`src/rtl/tsmul_pkg.sv`:
```
package tsmul_pkg;

    localparam int DEF_MAG_W = 4;

    typedef enum logic [1:0] {
        SEQ_IDLE = 2'd0,
        SEQ_RUN  = 2'd1,
        SEQ_FIN  = 2'd2
    } seq_state_t;

    // Rounded share of n slots out of slots for weight w (no ties occur: slots is odd)
    function automatic int round_share(input int n, input int w, input int slots);
        return (2 * n * w + slots) / (2 * slots);
    endfunction

    // Slot pattern for weight w: slot k is active when the rounded share steps up there
    function automatic logic [63:0] weight_pattern(input int w, input int slots);
        logic [63:0] pat;
        pat = '0;
        for (int k = 0; k < slots; k++) begin
            if (round_share(k + 1, w, slots) != round_share(k, w, slots))
                pat[k] = 1'b1;
        end
        return pat;
    endfunction

endpackage

```
`src/rtl/tsmul_sequencer.sv`:
```
module tsmul_sequencer
    import tsmul_pkg::*;
#(
    parameter int MAG_W = DEF_MAG_W
) (
    input  logic             clk,
    input  logic             rst,
    input  logic             start,
    output logic             accept,
    output logic             slot_valid,
    output logic [MAG_W-1:0] slot_idx,
    output logic             busy,
    output logic             done
);
    localparam int SLOTS = (1 << MAG_W) - 1;
    localparam logic [MAG_W-1:0] LAST_SLOT = MAG_W'(SLOTS - 1);

    seq_state_t state_q;
    logic [MAG_W-1:0] idx_q;

    assign busy       = (state_q == SEQ_RUN);
    assign slot_valid = busy;
    assign slot_idx   = idx_q;
    assign done       = (state_q == SEQ_FIN);
    assign accept     = start && !busy;

    always_ff @(posedge clk) begin
        if (rst) begin
            state_q <= SEQ_IDLE;
            idx_q   <= '0;
        end else begin
            case (state_q)
                SEQ_RUN: begin
                    if (idx_q == LAST_SLOT) begin
                        state_q <= SEQ_FIN;
                        idx_q   <= '0;
                    end else begin
                        idx_q <= idx_q + 1'b1;
                    end
                end
                default: begin
                    if (accept) begin
                        state_q <= SEQ_RUN;
                        idx_q   <= '0;
                    end else begin
                        state_q <= SEQ_IDLE;
                    end
                end
            endcase
        end
    end

    AST_DONE_SINGLE: assert property (@(posedge clk) disable iff (rst)
        done |=> !done);
    AST_DONE_AFTER_LAST: assert property (@(posedge clk) disable iff (rst)
        $rose(done) |-> $past(busy) && ($past(idx_q) == LAST_SLOT));
    AST_SLOT_ADVANCE: assert property (@(posedge clk) disable iff (rst)
        (busy && idx_q != LAST_SLOT) |=> busy && (idx_q == $past(idx_q) + 1'b1));

endmodule

```
`src/rtl/tsmul_pulse_conv.sv`:
```
module tsmul_pulse_conv
    import tsmul_pkg::*;
#(
    parameter int MAG_W = DEF_MAG_W
) (
    input  logic             clk,
    input  logic             rst,
    input  logic             load,
    input  logic [MAG_W-1:0] mag,
    input  logic             slot_valid,
    input  logic [MAG_W-1:0] slot_idx,
    output logic             pulse
);
    logic [MAG_W-1:0] mag_q;

    always_ff @(posedge clk) begin
        if (rst)
            mag_q <= '0;
        else if (load)
            mag_q <= mag;
    end

    // High run from the first slot, one slot per unit of magnitude
    assign pulse = slot_valid && (slot_idx < mag_q);

    AST_RUN_CONTIGUOUS: assert property (@(posedge clk) disable iff (rst)
        (slot_valid && $past(slot_valid) && !$past(pulse)) |-> !pulse);

endmodule

```
`src/rtl/tsmul_weight_enc.sv`:
```
module tsmul_weight_enc
    import tsmul_pkg::*;
#(
    parameter int MAG_W = DEF_MAG_W
) (
    input  logic             clk,
    input  logic             rst,
    input  logic             load,
    input  logic [MAG_W-1:0] mag,
    input  logic             slot_valid,
    input  logic [MAG_W-1:0] slot_idx,
    output logic             active
);
    localparam int SLOTS = (1 << MAG_W) - 1;
    localparam int NVAL  = 1 << MAG_W;

    logic [SLOTS-1:0] pat_tbl [NVAL];
    logic [SLOTS-1:0] pat_q;

    for (genvar v = 0; v < NVAL; v++) begin : g_pat
        localparam logic [63:0] PAT = weight_pattern(v, SLOTS);
        assign pat_tbl[v] = PAT[SLOTS-1:0];
    end

    always_ff @(posedge clk) begin
        if (rst)
            pat_q <= '0;
        else if (load)
            pat_q <= pat_tbl[mag];
    end

    assign active = slot_valid && pat_q[slot_idx];

    AST_PATTERN_WEIGHT: assert property (@(posedge clk) disable iff (rst)
        load |=> ($countones(pat_q) == $past(int'(mag))));

endmodule

```
`src/rtl/tsmul_coinc_cnt.sv`:
```
module tsmul_coinc_cnt
    import tsmul_pkg::*;
#(
    parameter int MAG_W = DEF_MAG_W
) (
    input  logic             clk,
    input  logic             rst,
    input  logic             clear,
    input  logic             in_a,
    input  logic             in_b,
    output logic [MAG_W-1:0] count
);
    localparam int SLOTS = (1 << MAG_W) - 1;

    logic hit;
    logic [MAG_W-1:0] cnt_q;

    assign hit   = in_a & in_b;
    assign count = cnt_q;

    always_ff @(posedge clk) begin
        if (rst || clear)
            cnt_q <= '0;
        else if (hit)
            cnt_q <= cnt_q + 1'b1;
    end

    AST_NO_OVERFLOW: assert property (@(posedge clk) disable iff (rst)
        hit |-> (int'(cnt_q) < SLOTS));
    AST_STEP_ONE: assert property (@(posedge clk) disable iff (rst)
        (!clear && !$past(clear)) |-> (cnt_q - $past(cnt_q) <= MAG_W'(1)));

endmodule

```
`src/rtl/tsmul_top.sv`:
```
module tsmul_top
    import tsmul_pkg::*;
#(
    parameter int MAG_W = DEF_MAG_W
) (
    input  logic             clk,
    input  logic             rst,
    input  logic             start,
    input  logic [MAG_W-1:0] x_mag,
    input  logic             x_neg,
    input  logic [MAG_W-1:0] w_mag,
    input  logic             w_neg,
    output logic             busy,
    output logic             done,
    output logic [MAG_W-1:0] prod_mag,
    output logic             prod_neg
);
    logic             accept;
    logic             slot_valid;
    logic [MAG_W-1:0] slot_idx;
    logic             x_pulse;
    logic             w_active;
    logic [MAG_W-1:0] count;
    logic             sign_q;
    logic             x_zero_q;
    logic             w_zero_q;

    tsmul_sequencer #(.MAG_W(MAG_W)) u_seq (
        .clk(clk), .rst(rst), .start(start), .accept(accept),
        .slot_valid(slot_valid), .slot_idx(slot_idx), .busy(busy), .done(done)
    );

    tsmul_pulse_conv #(.MAG_W(MAG_W)) u_xconv (
        .clk(clk), .rst(rst), .load(accept), .mag(x_mag),
        .slot_valid(slot_valid), .slot_idx(slot_idx), .pulse(x_pulse)
    );

    tsmul_weight_enc #(.MAG_W(MAG_W)) u_wenc (
        .clk(clk), .rst(rst), .load(accept), .mag(w_mag),
        .slot_valid(slot_valid), .slot_idx(slot_idx), .active(w_active)
    );

    tsmul_coinc_cnt #(.MAG_W(MAG_W)) u_cnt (
        .clk(clk), .rst(rst), .clear(accept),
        .in_a(x_pulse), .in_b(w_active), .count(count)
    );

    always_ff @(posedge clk) begin
        if (rst) begin
            sign_q   <= 1'b0;
            x_zero_q <= 1'b0;
            w_zero_q <= 1'b0;
        end else if (accept) begin
            sign_q   <= x_neg ^ w_neg;
            x_zero_q <= (x_mag == '0);
            w_zero_q <= (w_mag == '0);
        end
    end

    assign prod_mag = count;
    assign prod_neg = sign_q && (count != '0);

    AST_ZERO_OPERAND: assert property (@(posedge clk) disable iff (rst)
        (done && (x_zero_q || w_zero_q)) |-> (prod_mag == '0) && !prod_neg);
    AST_HOLD_RESULT: assert property (@(posedge clk) disable iff (rst)
        ($past(done) && !$past(accept) && !busy) |-> $stable(prod_mag) && $stable(prod_neg));
    AST_IGNORE_START: assert property (@(posedge clk) disable iff (rst)
        (busy && start) |=> $stable(sign_q));

endmodule

```
`config.mk`:
```
export PLATFORM = sky130hd
export DESIGN_NAME = tsmul_top
export DESIGN_NICKNAME = d
export VERILOG_FILES = /design/src/rtl/tsmul_pkg.sv /design/src/rtl/tsmul_sequencer.sv /design/src/rtl/tsmul_pulse_conv.sv /design/src/rtl/tsmul_weight_enc.sv /design/src/rtl/tsmul_coinc_cnt.sv /design/src/rtl/tsmul_top.sv
export SDC_FILE = /design/constraint.sdc
export NUM_CORES = 1
export LEC_CHECK = 0
export BUFFER_PORTS_ARGS = -buffer_cell sky130_fd_sc_hd__clkbuf_2
export CORE_ASPECT_RATIO = 1.4
export CORE_MARGIN = 10
export CORE_UTILIZATION = 55
export CTS_CLUSTER_DIAMETER = 150
export DETAILED_ROUTE_END_ITERATION = 8
export GPL_TIMING_DRIVEN = 0
export PLACE_DENSITY = 0.82
export SYNTH_ARGS = -nofsm -noshare
export SYNTH_HDL_FRONTEND = slang
export SYNTH_SLANG_ARGS = --single-unit
```
`constraint.sdc`:
```
create_clock -name clk -period 2.6 [get_ports clk]
set_input_delay 0.13 -clock clk [delete_from_list [all_inputs] [get_ports clk]]
set_output_delay 0.13 -clock clk [all_outputs]
set_load 0.02 [all_outputs]
```
==> run_results.csv <==
group,metric,value,unit
synth,synth-compound-area-share,19.2,%
drt,drtIter0Drc,40,
clocking,cts_sinks,23,
synth,syn_nets,185,
layout,nNetsFinal,208,
layout,nFillCells,204,
synth,synth_mux_area_share,5.96,%
timing,rsz0062_at_grt,"false",
grt,grt_pass1_wl,4740,um
placed_design,gp_congestion,0.886,
worst_setup_path,startpoint,"u_seq.slot_idx[1]",
worst_setup_path,r2r_cells,6,
clocking,cts_tree,"built",
synth,postSynthAreaPerCell,8.40,sq um
floorplan,ios,20,
layout,diodes,0,
synth,yosysWarnings,0,
synth,synth.most_common_cell,"dfxtp_1",
clocking,path_clk_slew,0.12,ns
worst_setup_path,endpoint_kind,"flop",
synth,ys_seq_elements,23,
drt,wire_per_inst,13.6,um
timing,tightest_slew,0.478,ns
drt,routed.top_layer,"met4",
timing,tns,0,ns
synth,yosys.area.top_type,"dfxtp_1",
grt,grt_pass1_vias,1165,
floorplan,die_width,61.8,um
layout,final_area,1490,sq um
worst_setup_path,timing.rr.end,"u_cnt.count[3]",
drt,antenna_left,0,
synth,synth_flop_cell,"dfxtp_1",
clocking,cts_buffers,3,
clocking,cts_buffer_depth,2,
synth,synth_top_cell_area_share,34.3,%
clocking,cts-root-buf,"clkbuf_4",
clocking,cts_resized,0,
worst_setup_path,regToRegSetupSlack,0.74,ns
grt,grt.overflow.total,0,
synth,yosys.area_share.simple,19.2,%
timing,final_hold_viol_count,0,
power_and_ir_drop,worst_ir_drop_vdd,0.311,mV
worst_setup_path,arrival,2.11,ns
timing,maxSlewViolCount,0,
drt,wirelength_met1,1090,um
worst_setup_path,cp-start-kind,"flop",
synth,synth_cell_type_count,39,
worst_setup_path,worstPathRequired,2.85,ns
timing,slew_headroom,68.1,%
floorplan,dieArea,4850,sq um
worst_hold_path,min_from,"x_mag[1]",
worst_hold_path,hp-class,"in2reg",
floorplan,core,2360,sq um
worst_setup_path,rr_startpoint,"u_seq.slot_idx[1]",
drt,wl_met2,1540,um
synth,synthXorXnorAreaFrac,1.30,%
floorplan,die_h,78.5,um
timing,fin_crit_sh,71.7,%
timing,clock.fmax,537,MHz
placed_design,io_buffers,18,
power_and_ir_drop,pwr_density_cell,443,nW/um^2
timing,clock_skew,0.00490,ns
synth,synth_area_leaders,"dfxtp_1, ha_1, a21oi_1",
worst_hold_path,min_path_cells,3,
layout,area_growth,10.8,%
placed_design,place_area,1460,sq um
worst_setup_path,path_max_fanout,7,
floorplan,start_util,56.8,%
drt,via_per_inst,5.56,
drt,drc,0,
outcome,status,"completed",
grt,grt_max_degree,13,
layout,layout-drive-gt1-share,18.7,%
run,cap_viol_max_count,0,
floorplan,num_rows,21,
clocking,ctsHtreeMaxLevel,1,
clocking,clock_latency,0.31,ns
drt,via_count,1140,
synth,synthAdderAreaFrac,11.2,%
worst_setup_path,worstSetupPathType,"reg2reg",
grt,antenna_found_initial,0,
layout,post-route-util,63.0,%
synth,yosysSeqAreaShare,34.3,%
drt,dr_wl_met3,95,um
drt,finalWirelength,2790,um
synth,synth_area,1340,sq um
synth,synth_top_family_by_area,"compound AO/OA/AOI/OAI gates",
timing,setup_viol,0,
timing,fin_crit,1.86,ns
placed_design,dp_hpwl,2280,um
grt,grt_usage,12.3,%
drt,drt-pass1-iter-count,4,
clocking,cts_setup_buffers,0,
synth,async_flop_share,0,%
synth,syn-instance-count,160,
synth,synth_common_cells,"dfxtp_1, nand2_1, nor2_1",
synth,synth_edf_count,0,
power_and_ir_drop,leakagePower,0.000637,uW
worst_hold_path,min_to,"u_xconv.mag_q[1]",
clocking,hold_buffers,0,
-- registers in the layout, summed over array words and instances (netlist names) --
signal and count:
u_seq.state_q 2, u_xconv.mag_q 4, u_cnt.count 4, u_wenc.pat_q 8
u_seq.slot_idx 4, sign_q 1
-- report_power, final --
group | internal [uW] | leakage [uW] | switching [uW]
combinational | 50.9 | 0.000434 | 67.1
sequential | 368 | 0.000188 | 11.0
clock | 60.0 | 0.0000150 | 102
total | 479 | 0.000637 | 180
-- layer usage --
layer / track usage [%] / vias up
met2: 21.7 / 16
met3: 2.09 / 5
met1: 12.7 / 531
li1: - / 588
met4: 7.62 / 0
met5: 0 / -
-- layout by cell type (no fill, tap or decap), types with 3 or more instances in the layout --
cell	synthesis	routed
a21oi_1	16	16
buf_6	3	3
clkbuf_1	3	4
clkbuf_2	0	18
clkbuf_4	0	3
dfxtp_1	23	23
ha_1	12	12
inv_1	11	11
nand2_1	21	21
nand2b_1	3	3
nand3_1	5	5
nor2_1	19	19
o21ai_0	3	3
o21ai_1	5	5
o221ai_1	3	3
or3_1	3	3
-- critical path, stage by stage, from the launching register on --
cell,delay [ns]
dfxtp_1,0.44
ha_1,0.26
a21o_2,0.20
a21oi_2,0.18
o2111ai_4,0.18
or3_1,0.38
a21oi_1,0.16
-- metrics by stage --
step           std cells  hold WS, ns  worst slack [ns]  power [uW]
3_3_place_gp         201        0.352             0.826         499
4_1_cts              205       0.0199             0.723         667
5_1_grt              205       0.0347             0.664         696
3_5_place_dp         201        0.369             0.751         505
6_report             205       0.0251             0.737         660
2_1_floorplan        160        0.266             0.932         471
-- kinds of logic after synthesis --
family                   count (synthesis)
adder cells (fa/ha/maj)                 12
buffers and inverters                   22
XOR/XNOR                                 2
AO/OA/AOI/OAI                           38
multiplexers                             5
AND/OR/NAND/NOR                         58
flip-flops                              23
-- final cells by class --
type | instances | area, sq um | area share [%]
buffer | 8 | 53.8 | 3.61
tap | 23 | 28.8 | 1.93
clock buffer | 4 | 26.3 | 1.76
timing repair buffer | 18 | 90.1 | 6.05
inverter | 14 | 66.3 | 4.45
sequential | 23 | 460 | 30.9
multi-input combinational | 115 | 763 | 51.3
-- worst max-delay path by stage --
stage | to | slack, ns | cells past startpoint
floorplan | u_cnt.count[3] | 0.93 | 6
global placement | u_cnt.count[3] | 0.83 | 6
detailed placement | u_cnt.count[3] | 0.75 | 6
CTS | u_cnt.count[3] | 0.72 | 6
global route | u_wenc.pat_q[13] | 0.66 | 7
finish | u_cnt.count[3] | 0.74 | 6
No activity file was read; power rests on OpenSTA's default activity.
